$ cat src/rtl/ibr_pkg.sv
package ibr_pkg;

  typedef enum logic [1:0] {
    SEL_PTR  = 2'd0,
    SEL_DATA = 2'd1,
    SEL_CTRL = 2'd2,
    SEL_NONE = 2'd3
  } reg_sel_e;

  typedef struct packed {
    logic     hit;
    logic     chan;
    reg_sel_e sel;
  } host_dec_t;

  localparam int ERR_EN_BIT = 15;

endpackage

$ cat src/rtl/ibr_decode.sv
module ibr_decode
  import ibr_pkg::*;
#(
  parameter int HOST_AW = 8
) (
  input  logic [HOST_AW-1:0] host_addr,
  output host_dec_t          dec
);

  localparam int CHAN_BIT = 4;

  logic upper_zero;

  generate
    if (HOST_AW > CHAN_BIT + 1) begin : g_upper
      assign upper_zero = (host_addr[HOST_AW-1:CHAN_BIT+1] == '0);
    end else begin : g_noupper
      assign upper_zero = 1'b1;
    end
  endgenerate

  always_comb begin
    dec.chan = host_addr[CHAN_BIT];
    dec.sel  = reg_sel_e'(host_addr[3:2]);
    dec.hit  = upper_zero && (host_addr[1:0] == 2'b00) && (host_addr[3:2] != 2'd3);
  end

endmodule

$ cat src/rtl/ibr_channel.sv
module ibr_channel
  import ibr_pkg::*;
#(
  parameter int ADDR_W = 16,
  parameter int DATA_W = 32,
  parameter int BUS_W  = 32
) (
  input  logic              clk,
  input  logic              rst,
  input  logic              acc,
  input  logic              acc_we,
  input  reg_sel_e          acc_sel,
  input  logic [BUS_W-1:0]  acc_wdata,
  output logic [BUS_W-1:0]  rsp_rdata,
  output logic              rsp_viol,
  output logic              err_en,
  output logic              busy,
  output logic              rf_en,
  output logic              rf_we,
  output logic [ADDR_W-1:0] rf_addr,
  output logic [DATA_W-1:0] rf_wdata,
  input  logic [DATA_W-1:0] rf_rdata
);

  logic [ADDR_W-1:0] pend_addr;
  logic              pend_valid;
  logic [ADDR_W-1:0] commit_addr;
  logic              commit_valid;
  logic              rd_phase;
  logic              fetch_wait;
  logic [DATA_W-1:0] fetched;

  logic [BUS_W-1:0]  fetched_ext;
  logic [BUS_W-1:0]  pend_ext;
  logic [ADDR_W-1:0] wr_ptr;
  logic              ptr_match;
  logic              issue_rd;
  logic              issue_wr;
  logic              unused_bits;

  assign wr_ptr      = acc_wdata[ADDR_W-1:0];
  assign ptr_match   = (pend_addr == wr_ptr);
  assign unused_bits = ^acc_wdata;

  generate
    if (DATA_W == BUS_W) begin : g_full
      assign fetched_ext = fetched;
    end else begin : g_narrow
      assign fetched_ext = {{(BUS_W-DATA_W){1'b0}}, fetched};
    end
    if (ADDR_W == BUS_W) begin : g_pfull
      assign pend_ext = pend_addr;
    end else begin : g_pnarrow
      assign pend_ext = {{(BUS_W-ADDR_W){1'b0}}, pend_addr};
    end
  endgenerate

  always_comb begin
    rsp_rdata = '0;
    rsp_viol  = 1'b0;
    issue_rd  = 1'b0;
    issue_wr  = 1'b0;
    if (acc) begin
      unique case (acc_sel)
        SEL_PTR: begin
          if (acc_we) rsp_viol = pend_valid && !ptr_match;
          else        rsp_rdata = pend_ext;
        end
        SEL_DATA: begin
          rsp_viol = !commit_valid;
          if (commit_valid) begin
            if (acc_we) begin
              issue_wr = 1'b1;
            end else begin
              rsp_rdata = fetched_ext;
              issue_rd  = !rd_phase;
            end
          end
        end
        SEL_CTRL: begin
          if (!acc_we) rsp_rdata[ERR_EN_BIT] = err_en;
        end
        default: ;
      endcase
    end
  end

  assign busy = rf_en | fetch_wait;

  always_ff @(posedge clk) begin
    if (rst) begin
      pend_addr    <= '0;
      pend_valid   <= 1'b0;
      commit_addr  <= '0;
      commit_valid <= 1'b0;
      rd_phase     <= 1'b0;
      fetch_wait   <= 1'b0;
      fetched      <= '0;
      err_en       <= 1'b0;
      rf_en        <= 1'b0;
      rf_we        <= 1'b0;
      rf_addr      <= '0;
      rf_wdata     <= '0;
    end else begin
      rf_en      <= issue_rd | issue_wr;
      rf_we      <= issue_wr;
      fetch_wait <= rf_en && !rf_we;
      if (issue_rd | issue_wr) begin
        rf_addr  <= commit_addr;
        rf_wdata <= acc_wdata[DATA_W-1:0];
      end
      if (fetch_wait) fetched <= rf_rdata;

      if (acc) begin
        unique case (acc_sel)
          SEL_PTR: begin
            if (acc_we) begin
              rd_phase <= 1'b0;
              if (pend_valid && ptr_match) begin
                commit_addr  <= wr_ptr;
                commit_valid <= 1'b1;
                pend_valid   <= 1'b0;
              end else begin
                pend_valid   <= 1'b1;
                commit_valid <= 1'b0;
              end
              pend_addr <= wr_ptr;
            end
          end
          SEL_DATA: begin
            if (commit_valid) begin
              if (acc_we) rd_phase <= 1'b0;
              else        rd_phase <= !rd_phase;
            end
          end
          SEL_CTRL: begin
            if (acc_we) err_en <= acc_wdata[ERR_EN_BIT];
          end
          default: ;
        endcase
      end
    end
  end

endmodule

$ cat src/rtl/ibr_bridge.sv
module ibr_bridge
  import ibr_pkg::*;
#(
  parameter int HOST_AW = 8,
  parameter int BUS_W   = 32,
  parameter int ADDR_W  = 16,
  parameter int MAIN_DW = 32,
  parameter int CTL_DW  = 8
) (
  input  logic               clk,
  input  logic               rst,
  input  logic               host_req,
  input  logic               host_we,
  input  logic [HOST_AW-1:0] host_addr,
  input  logic [BUS_W-1:0]   host_wdata,
  output logic               host_ack,
  output logic               host_err,
  output logic [BUS_W-1:0]   host_rdata,
  output logic               main_rf_en,
  output logic               main_rf_we,
  output logic [ADDR_W-1:0]  main_rf_addr,
  output logic [MAIN_DW-1:0] main_rf_wdata,
  input  logic [MAIN_DW-1:0] main_rf_rdata,
  output logic               ctl_rf_en,
  output logic               ctl_rf_we,
  output logic [ADDR_W-1:0]  ctl_rf_addr,
  output logic [CTL_DW-1:0]  ctl_rf_wdata,
  input  logic [CTL_DW-1:0]  ctl_rf_rdata
);

  host_dec_t        dec;
  logic             accept;
  logic             acc_main;
  logic             acc_ctl;
  logic [BUS_W-1:0] main_rdata;
  logic [BUS_W-1:0] ctl_rdata;
  logic             main_viol;
  logic             ctl_viol;
  logic             main_err_en;
  logic             ctl_err_en;
  logic             main_busy;
  logic             ctl_busy;
  logic [BUS_W-1:0] sel_rdata;
  logic             sel_err;

  ibr_decode #(.HOST_AW(HOST_AW)) u_dec (
    .host_addr (host_addr),
    .dec       (dec)
  );

  assign accept   = host_req && !host_ack && !main_busy && !ctl_busy;
  assign acc_main = accept && dec.hit && !dec.chan;
  assign acc_ctl  = accept && dec.hit &&  dec.chan;

  ibr_channel #(.ADDR_W(ADDR_W), .DATA_W(MAIN_DW), .BUS_W(BUS_W)) u_main (
    .clk       (clk),
    .rst       (rst),
    .acc       (acc_main),
    .acc_we    (host_we),
    .acc_sel   (dec.sel),
    .acc_wdata (host_wdata),
    .rsp_rdata (main_rdata),
    .rsp_viol  (main_viol),
    .err_en    (main_err_en),
    .busy      (main_busy),
    .rf_en     (main_rf_en),
    .rf_we     (main_rf_we),
    .rf_addr   (main_rf_addr),
    .rf_wdata  (main_rf_wdata),
    .rf_rdata  (main_rf_rdata)
  );

  ibr_channel #(.ADDR_W(ADDR_W), .DATA_W(CTL_DW), .BUS_W(BUS_W)) u_ctl (
    .clk       (clk),
    .rst       (rst),
    .acc       (acc_ctl),
    .acc_we    (host_we),
    .acc_sel   (dec.sel),
    .acc_wdata (host_wdata),
    .rsp_rdata (ctl_rdata),
    .rsp_viol  (ctl_viol),
    .err_en    (ctl_err_en),
    .busy      (ctl_busy),
    .rf_en     (ctl_rf_en),
    .rf_we     (ctl_rf_we),
    .rf_addr   (ctl_rf_addr),
    .rf_wdata  (ctl_rf_wdata),
    .rf_rdata  (ctl_rf_rdata)
  );

  always_comb begin
    sel_rdata = '0;
    sel_err   = 1'b0;
    if (dec.hit) begin
      if (dec.chan) begin
        sel_rdata = ctl_rdata;
        sel_err   = ctl_viol && ctl_err_en;
      end else begin
        sel_rdata = main_rdata;
        sel_err   = main_viol && main_err_en;
      end
    end
  end

  always_ff @(posedge clk) begin
    if (rst) begin
      host_ack   <= 1'b0;
      host_err   <= 1'b0;
      host_rdata <= '0;
    end else begin
      host_ack   <= accept;
      host_err   <= accept && sel_err;
      host_rdata <= accept ? sel_rdata : '0;
    end
  end

endmodule

$ cat config.mk
export PLATFORM = sky130hd
export DESIGN_NAME = ibr_bridge
export DESIGN_NICKNAME = d
export VERILOG_FILES = /design/src/rtl/ibr_pkg.sv /design/src/rtl/ibr_decode.sv /design/src/rtl/ibr_channel.sv /design/src/rtl/ibr_bridge.sv
export SDC_FILE = /design/constraint.sdc
export NUM_CORES = 1
export LEC_CHECK = 0
export BUFFER_PORTS_ARGS = -buffer_cell sky130_fd_sc_hd__buf_4
export CAP_MARGIN = 20
export CORE_AREA = 2 2 141 143
export DETAILED_ROUTE_END_ITERATION = 8
export DIE_AREA = 0 0 143 145
export PLACE_DENSITY = 0.68
export SKIP_LAST_GASP = 1
export SLEW_MARGIN = 5
export SYNTH_ARGS = -nofsm -noshare
export SYNTH_HDL_FRONTEND = slang
export SYNTH_SLANG_ARGS = --single-unit
$ cat constraint.sdc
create_clock -name clk -period 2.8 [get_ports clk]
set_input_delay 0.28 -clock clk [delete_from_list [all_inputs] [get_ports clk]]
set_output_delay 0.28 -clock clk [all_outputs]
set_load 0.005 [all_outputs]
# Word-level counts from Yosys, hierarchy flattened
# Cells that the tools add are included.
op_classes:
  n_eq_ne: 8
  muxes: 49
  n_bitwise: 6
  reduce_logical: 42
ops:
  columns: ["op", "n"]
  rows:
  - ["$mux 32", 6]
  - ["$pmux 16 s2", 2]
  - ["$pmux 15 s2", 2]
  - ["$eq 16x16->1", 2]
  - ["$mux 16", 2]
  - ["$mux 1", 30]
  - ["$logic_and 1x1->1", 17]
  - ["$reduce_and 4->1", 4]
  - ["$logic_not 1->1", 12]
  - ["$reduce_and 3->1", 4]
  - ["$mux 8", 1]
  - ["$pmux 1 s2", 4]
  - ["$ne 2x2->1 const B", 3]
  - ["$pmux 1 s3", 2]
  - ["$logic_not 2->1", 2]
  - ["$or 1x1->1", 4]
  - ["$logic_not 3->1", 1]
  - ["$reduce_or 3->1", 1]
  - ["$eq 2x1->1 const B", 1]
  - ["$eq 2x2->1 const B", 1]
  - ["$ne 2x1->1 const B", 1]
  - ["$not 1->1", 2]
  - ["$reduce_bool 2->1", 1]
totals:
  reg_bits: 224
  wordCells: 132

# Longest topological paths before layout
# Gate-level depths: netlist (run 1).
logic_depth:
  depth_word: 11
  depth_mapped: 11
  ltp_nobuf: 6

# Hierarchy
# A second synthesis (run 1) with hierarchy kept.
hier_totals:
  cells_unflattened: 1065
  area_unflattened_um2: 9575.4
by_module_without_submodules:
  columns: ["module", "instances", "cells_each", "area_each_um2", "seq_area_each_um2"]
  rows:
  - ["ibr_channel at u_main", 1, 569, 4882.2, 2382.3]
  - ["ibr_channel at u_ctl", 1, 373, 3156.8, 1421.4]
  - ["ibr_bridge", 1, 118, 1492.7, 680.7]
  - ["ibr_decode", 1, 5, 43.8, 0.0]

# Worst setup path after synthesis (run 1)
# No wires, ideal clock.
synth_timing:
  path_type: "register to register"
  startpoint: "register u_ctl.fetch_wait"
  endpoint: "register u_main.pend_addr[15]"
  setup_ps: 128
  arrival_ps: 1871
  t_required_ps: 2672
  slack_ps: 801
  path_stages_with_launch: 12
  path_cell_list: "dfxtp_1 -> buf_6 -> nor4b_4 -> nand4_1 -> buf_4 -> nor2_4 -> buf_6 -> and2_1 -> buf_4 -> buf_6 -> mux2i_1 -> nor2_1"
synth_via:
  elab_chain_cells: 6
synth_lines:
  columns: ["item", "line_no", "source"]
  rows:
  - ["from (decl)", "ibr_channel.sv:30", "logic fetch_wait;"]
  - ["from (signal assigned)", "ibr_channel.sv:107", "fetch_wait <= rf_en && !rf_we;"]
  - ["$or 1x1->1", "ibr_channel.sv:88", "assign busy = rf_en | fetch_wait;"]
  - ["$logic_not 1->1", "ibr_bridge.sv:51", "assign accept = host_req && !host_ack && !main_busy && !ctl_busy;"]
  - ["$logic_and 1x1->1", "ibr_bridge.sv:51", null]
  - ["$logic_and 1x1->1 (2 in series)", "ibr_bridge.sv:52", "assign acc_main = accept && dec.hit && !dec.chan;"]
  - ["$reduce_and 3->1 (no line)", null, null]
  - ["to (signal assigned)", "ibr_channel.sv:127", "pend_addr <= wr_ptr;"]
  - ["to (decl)", "ibr_channel.sv:25", "logic [ADDR_W-1:0] pend_addr;"]
# No other way between the ends.
# A chain may end at the register's enable or synchronous reset.

# Final worst setup path (run 1)
layout_timing:
  startpoint: "register u_ctl.fetch_wait"
  endpoint: "register u_ctl.rf_addr[3]"
layout_via:
  elab_chain_cells: 7
  elab_cells_between_ends: 8
  classes_between: "2 x mux; 2 x bitwise; 4 x reduce/logical"
layout_lines:
  columns: ["item", "line_no", "source"]
  rows:
  - ["$or 1x1->1 (*)", "ibr_channel.sv:88", null]
  - ["$logic_not 1->1 (*)", "ibr_bridge.sv:51", null]
  - ["$logic_and 1x1->1 (*)", "ibr_bridge.sv:51", null]
  - ["$logic_and 1x1->1 (*) (2 in series)", "ibr_bridge.sv:53", "assign acc_ctl = accept && dec.hit && dec.chan;"]
  - ["$mux 1", "ibr_channel.sv:63", "if (acc) begin"]
  - ["$or 1x1->1 (*)", "ibr_channel.sv:108", "if (issue_rd | issue_wr) begin"]
  - ["to (signal assigned)", "ibr_channel.sv:109", "rf_addr <= commit_addr;"]
  - ["to (decl)", "ibr_channel.sv:20", "output logic [ADDR_W-1:0] rf_addr,"]
# Mark *: on every way between the ends. The rest lies on a longest branch, timed or not.

==> results of run 1 <==
-- cell families (layout without fill, tap and decap cells) --
| group | after synthesis | count (layout) | synth area share |
|---|---|---|---|
| AOI/OAI and AO/OA | 113 | 113 | 0.0753 |
| xor gates and xnor gates | 32 | 32 | 0.0328 |
| buffers and inverters | 81 | 283 | 0.0466 |
| DFF | 224 | 224 | 0.525 |
| muxes | 115 | 115 | 0.135 |
| and+or+nand+nor | 354 | 354 | 0.186 |
-- placed cells by master (no fill, tap or decap), drive strengths merged, types with 2 or more instances in the layout --
cell / n
a21oi: 71
a31oi: 11
nand3: 33
a22o: 8
nor3b: 4
mux2i: 115
xor2: 32
and2: 17
nand2: 136
nand4: 4
nand2b: 3
nand4b: 2
nor3: 8
nor2: 125
clkbuf: 40
or3: 3
a22oi: 8
inv: 6
o21ai: 10
dfxtp: 224
clkinv: 3
buf: 210
nor4: 12
dlygate4sd3: 23
nor2b: 2
-- critical path, delay by kind of cell (launching register included) --
| family | cells | cell delay, ns |
|---|---|---|
| AND/OR/NAND/NOR | 5 | 1.26 |
| flip-flops | 1 | 0.46 |
| multiplexers | 1 | 0.26 |
| buffers and inverters | 1 | 0.22 |
-- state kept, by name, summed over array words and instances, names as in the netlist, 8 cells and up --
signal / count
u_main.rf_addr: 16
host_rdata: 32
u_ctl.fetched: 8
u_main.fetched: 32
u_main.pend_addr: 16
u_main.rf_wdata: 32
u_main.commit_addr: 16
u_ctl.pend_addr: 16
u_ctl.rf_wdata: 8
u_ctl.commit_addr: 16
u_ctl.rf_addr: 16
-- layout make-up --
cell class | count | area share
inverters | 6 | 0.00201
multi-input cells | 614 | 0.329
clock inverters | 4 | 0.00403
repair buffers | 233 | 0.164
well taps | 265 | 0.0297
flip-flops and latches | 224 | 0.401
clock buffers | 40 | 0.0699
-- layer usage --
layer | track usage | up-vias
met4 | 0.0322 | 0
met3 | 0.0564 | 20
met5 | 0 | -
li1 | - | 3443
met2 | 0.327 | 230
met1 | 0.284 | 3200
-- power groups by stage --
stage / Clock [mW] / Sequential (mW) / Combinational (mW)
floorplan: 0 / 3.26 / 0.108
global placement: 0 / 3.26 / 0.248
detailed placement: 0 / 3.26 / 0.248
CTS: 3.30 / 3.19 / 0.275
global route: 3.43 / 3.19 / 0.294
finish: 3.23 / 3.19 / 0.274
-- how the worst max path moves through the flow --
stage / from / endpoint / cells after the start
floorplan: u_ctl.fetch_wait$_SDFF_PP0_ / u_main.pend_addr[15]$_SDFFE_PP0P_ / 11
global placement: host_wdata[11] / u_ctl.commit_addr[10]$_SDFFE_PP0P_ / 8
detailed placement: host_wdata[11] / u_ctl.commit_addr[14]$_SDFFE_PP0P_ / 8
CTS: u_ctl.fetch_wait$_SDFF_PP0_ / u_ctl.rf_addr[3]$_SDFFE_PP0P_ / 7
global route: u_ctl.fetch_wait$_SDFF_PP0_ / u_ctl.rf_addr[0]$_SDFFE_PP0P_ / 7
finish: u_ctl.fetch_wait$_SDFF_PP0_ / u_ctl.rf_addr[3]$_SDFFE_PP0P_ / 7
-- timing repair --
item                      in CTS  in global routing
resized for setup              0                  0
hold buffers                  23                  0
hold endpoints to repair      23                  0
==> impl_metrics.env, run 1 <==
export IMPL_design_die_area_mm2=0.0207
export IMPL_worstSkewPairLatency_ns=0.51
export IMPL_antenna_found_initial=0
export IMPL_whs_path_depth=3
export IMPL_fp_row_count=51
export IMPL_critPathArrivalTime_ns=2.74
export IMPL_worst_slack_ns=0.430
export IMPL_critPathSlowestCell="dfxtp_1"
export IMPL_cts_root_buf="clkbuf_16"
export IMPL_grt_pass1_vias=6505
export IMPL_drt_total_wl_um=22000
export IMPL_grt_pass1_wl_um=34600
export IMPL_synth_seq_cells=224
export IMPL_outcome="finished clean"
export IMPL_syn_area_mm2=0.00854
export IMPL_crit_type="flop to flop"
export IMPL_cpPeakStageDelay_ns=0.46
export IMPL_cts_buffer_depth=3
export IMPL_cts_tree="yes"
export IMPL_p_per_area_mw_per_mm2=598
export IMPL_clock_power_share=0.482
export IMPL_fp_dieW_um=143
export IMPL_rr_worst_depth=7
export IMPL_p_int_mw=5.30
export IMPL_drv_slew=0
export IMPL_wl_met3_um=1770
export IMPL_finish_utilization=0.582
export IMPL_synth_top_area_share=0.525
export IMPL_htreeDepth=1
export IMPL_p_seq_frac=0.477
export IMPL_initial_core_util=0.445
export IMPL_cts_sinks=224
export IMPL_wl_met2_um=9940
export IMPL_drt_met1_wl_um=10100
export IMPL_r2r_slack_ns=0.43
export IMPL_yosysWarningCount=0
export IMPL_layout_drive_gt1_share=0.233
export IMPL_synth_edf_count=0
export IMPL_dpl_cell_area_mm2=0.0101
export IMPL_p_leak_nw=4.66
export IMPL_tightest_slew_ns=0.631
export IMPL_port_buffers=193
export IMPL_hold_ws_ns=0.0148
export IMPL_vias=6893
export IMPL_synth_main_ff_cell="dfxtp_1"
export IMPL_ys_types=41
export IMPL_hold_end="u_main.rf_wdata[19]$_SDFFE_PP0P_"
export IMPL_place_congestion=0.836
export IMPL_coreArea_mm2=0.0192
export IMPL_register_area_mm2=0.00449
export IMPL_worstPathCellList="nor4b_4, nand4_1, buf_4, nor3_4, nand2_4, mux2i_1, nor2_1"
export IMPL_yosysTopAreaCell="dfxtp_1"
export IMPL_postCtsSetupRepairBufs=0
export IMPL_topRoutingLayerUsed="met4"
export IMPL_ant_nets=0
export IMPL_path_clk_slew_ns=0.06
export IMPL_cts_made_buffers=24
export IMPL_switching_share=0.208
export IMPL_r2r_start="u_ctl.fetch_wait$_SDFF_PP0_"
export IMPL_overflow=0
export IMPL_synth_area_top_cells="dfxtp_1, mux2i_1, nand2_1"
export IMPL_path_max_fanout=25
export IMPL_synth_async_sr_flop_share=0
export IMPL_finalHoldViolCount=0
export IMPL_synthTopCellsByCount="dfxtp_1, nand2_1, nor2_1"
export IMPL_avgSynthCellArea_um2=9.30
export IMPL_hold_start="host_wdata[19]"
export IMPL_maxSlewHeadroom=0.579
export IMPL_syn_num_nets=1003
export IMPL_start_kind="flop"
export IMPL_globalRouteTotalUtil=0.206
export IMPL_fmax_mhz=422
export IMPL_p_sw_mw=1.39
export IMPL_drt_iter0_drc=433
export IMPL_multi_input_area_mm2=0.00368
export IMPL_nFillCells=1688
export IMPL_dp_slack_ns=0.470
export IMPL_peakVddDrop_v=0.000387
export IMPL_avgRoutedWirePerCell_um=15.9
export IMPL_setup_viol_count_final=0
export IMPL_nets=1187
export IMPL_power_mw=6.69
export IMPL_final_cells=1386
export IMPL_drv_cap=0
export IMPL_r2r_end="u_ctl.rf_addr[3]$_SDFFE_PP0P_"
export IMPL_holdCritPathClass="input port to flop"
export IMPL_die_y_um=145
export IMPL_power_frac_comb=0.041
export IMPL_antenna_cells=0
export IMPL_io_pins=194
export IMPL_area_growth_pct=30.9
export IMPL_post_route_period_util=0.846
export IMPL_first_pass_iters=5
export IMPL_yosysMostFrequentCell="dfxtp_1"
export IMPL_fin_worst_skew_ns=0.00622
export IMPL_worstPathRequired_ns=3.17
export IMPL_dpl_hpwl_um=14600
export IMPL_end_kind="flop"
export IMPL_dp_cells=1319
export IMPL_avgViaCountPerCell=4.97
export IMPL_route_detailed_drc=0
export IMPL_grt_start_max_net_pins=99
export IMPL_ys_seq_area_frac=0.525
export IMPL_synthesis_instances=919
export IMPL_period_needed_ns=2.37
export IMPL_rsz0062_at_grt="false"
export IMPL_tns_ns=0
export IMPL_final_area_mm2=0.0112
No activity file was read; power rests on OpenSTA's default activity.
==> inputs of run 2 (changes only) <==
==> constraint.sdc (replaced) <==
create_clock -name clk -period 2.25 [get_ports clk]
set_input_delay 0.225 -clock clk [delete_from_list [all_inputs] [get_ports clk]]
set_output_delay 0.225 -clock clk [all_outputs]
set_load 0.005 [all_outputs]
==> run 2 against run 1 <==
  * Clock power grew 11%
  * First-iteration DRC count is 18% lower
  * Power grew 19%
  * Design area grew 3.0%
  * Via count grew 3.3%
  * Largest power group is now registers
  * Non-clock buffer count increased by 43
  * Critical path type unchanged
  * Clock-buffer cell count shrank 6
  * Routed wire length rose by 6.6%
  * Largest cell class unchanged
  * Worst setup slack got worse by 0.24 ns
==> impl_metrics.env, run 2 (synthesis results as in run 1) <==
export IMPL_outcome="finished clean"
export IMPL_end_kind="flop"
export IMPL_avgRoutedWirePerCell_um=16.5
export IMPL_avgViaCountPerCell=5.00
export IMPL_crit_buf_inv=1
export IMPL_first_pass_iters=5
export IMPL_crit_type="flop to flop"
export IMPL_dpl_hpwl_um=15100
export IMPL_register_area_mm2=0.00449
export IMPL_worstSkewPairLatency_ns=0.50
export IMPL_cp_top_family="simple AND/OR/NAND/NOR gates"
export IMPL_grt_pass1_wl_um=36900
export IMPL_overflow=0
export IMPL_globalRouteTotalUtil=0.221
export IMPL_tightest_slew_ns=0.605
export IMPL_p_leak_nw=4.80
export IMPL_setup_viol_count_final=0
export IMPL_grt_pass1_vias=6891
export IMPL_cpPeakStageDelay_ns=0.43
export IMPL_drv_cap=0
export IMPL_drt_total_wl_um=23500
export IMPL_nFillCells=1648
export IMPL_port_buffers=193
export IMPL_critPathSlowestCell="or3_1"
export IMPL_post_route_period_util=0.916
export IMPL_cts_sinks=224
export IMPL_worstPathCellList="xor2_1, nor4_1, nand4_1, or3_1, buf_12, mux2i_1, nor2_1"
export IMPL_reg_top3="host_rdata: 32 flops, u_main.fetched: 32 flops, u_main.rf_wdata: 32 flops"
export IMPL_p_per_area_mw_per_mm2=690
export IMPL_rsz0062_at_grt="false"
export IMPL_ant_nets=0
export IMPL_path_clk_slew_ns=0.06
export IMPL_fmax_mhz=485
export IMPL_path_max_fanout=18
export IMPL_io_pins=194
export IMPL_cts_made_buffers=23
export IMPL_final_common_cell="dfxtp_1"
export IMPL_drt_iter0_drc=353
export IMPL_hold_ws_ns=0.0174
export IMPL_finalHoldViolCount=0
export IMPL_finish_utilization=0.600
export IMPL_period_needed_ns=2.06
export IMPL_cts_buffer_depth=3
export IMPL_worstPathRequired_ns=2.63
export IMPL_power_mw=7.94
export IMPL_route_detailed_drc=0
export IMPL_multi_input_area_mm2=0.00368
export IMPL_place_congestion=0.834
export IMPL_area_growth_pct=34.8
export IMPL_holdCritPathClass="input port to flop"
export IMPL_fin_worst_skew_ns=0.00757
export IMPL_maxSlewHeadroom=0.597
export IMPL_critPathArrivalTime_ns=2.44
export IMPL_grt_start_max_net_pins=83
export IMPL_fp_dieW_um=143
export IMPL_design_die_area_mm2=0.0207
export IMPL_start_kind="flop"
export IMPL_initial_core_util=0.445
export IMPL_die_y_um=145
export IMPL_vias=7122
export IMPL_htreeDepth=1
export IMPL_nets=1229
export IMPL_peakVddDrop_v=0.000481
export IMPL_drv_slew=0
export IMPL_layout_drive_gt1_share=0.230
export IMPL_cts_root_buf="clkbuf_16"
export IMPL_fp_row_count=51
export IMPL_tns_ns=0
export IMPL_antenna_cells=0
export IMPL_cts_tree="yes"
export IMPL_most_common_layout_cells="dfxtp_1, buf_4, nand2_1"
export IMPL_coreArea_mm2=0.0192
export IMPL_antenna_found_initial=0
-- run 2: changes by cell type in the layout (fill, tap and decap cells not counted) --
| cell | delta |
|---|---|
| clkbuf_8 | -4 |
| dlygate4sd3_1 | +33 |
| buf_12 | +4 |
| bufinv_16 | -1 |
| clkinvlp_4 | +2 |
| clkbuf_16 | -2 |
| buf_4 | +6 |
-- run 2: worst paths after layout --
kind / start / endpoint / slack [ns] / cells after the start
worst max-delay path: u_main.pend_addr[1]$_SDFFE_PP0P_ / u_main.commit_addr[0]$_SDFFE_PP0P_ / 0.19 / 7
worst min-delay path: main_rf_rdata[17] / u_main.fetched[17]$_SDFFE_PP0P_ / 0.02 / 3
worst max register to register: u_main.pend_addr[1]$_SDFFE_PP0P_ / u_main.commit_addr[0]$_SDFFE_PP0P_ / 0.19 / 7
worst min register to register: u_main.rf_we$_SDFF_PP0_ / u_main.fetch_wait$_SDFF_PP0_ / 0.42 / 1
-- run 2: power by group --
| group | internal [mW] | switching, mW |
|---|---|---|
| Sequential | 3.97 | 0.00133 |
| Clock | 2.07 | 1.50 |
| Combinational | 0.200 | 0.206 |
-- run 2: through the flow --
stage | instance area, um2 | setup WS, ns | cells
3_3_place_gp | 10200 | 0.140 | 1329
3_5_place_dp | 10200 | 0.129 | 1329
6_report | 11500 | 0.189 | 1424
5_1_grt | 11500 | 0.0702 | 1424
4_1_cts | 11500 | 0.185 | 1424
2_1_floorplan | 8540 | 0.251 | 919
-- run 2: area by class of cell --
cell class | count | share of cell area
Tap cell | 265 | 0.0288
Clock inverter | 5 | 0.00261
Multi-Input combinational cell | 614 | 0.319
Clock buffer | 34 | 0.0588
Timing Repair Buffer | 276 | 0.199
Inverter | 6 | 0.00196
Sequential cell | 224 | 0.390
-- run 2: what timing repair did --
action                                 CTS  global route
hold buffers                            56             0
resized for setup                        0             0
endpoints found under the hold margin   56             0
setup buffers                            0             0
-- run 2: worst reg2reg max path: stages, from the launching register on --
cell and delay (ns):
dfxtp_1 0.35, xor2_1 0.15, nor4_1 0.40, nand4_1 0.18, or3_1 0.43, buf_12 0.19
mux2i_1 0.19, nor2_1 0.05
-- run 2: per-layer routing --
layer	wire, um	global-route usage	up-vias
met5	0	0	-
met4	506	0.0505	0
met3	1970	0.0587	37
met2	10700	0.351	248
met1	10300	0.300	3317
li1	-	-	3520
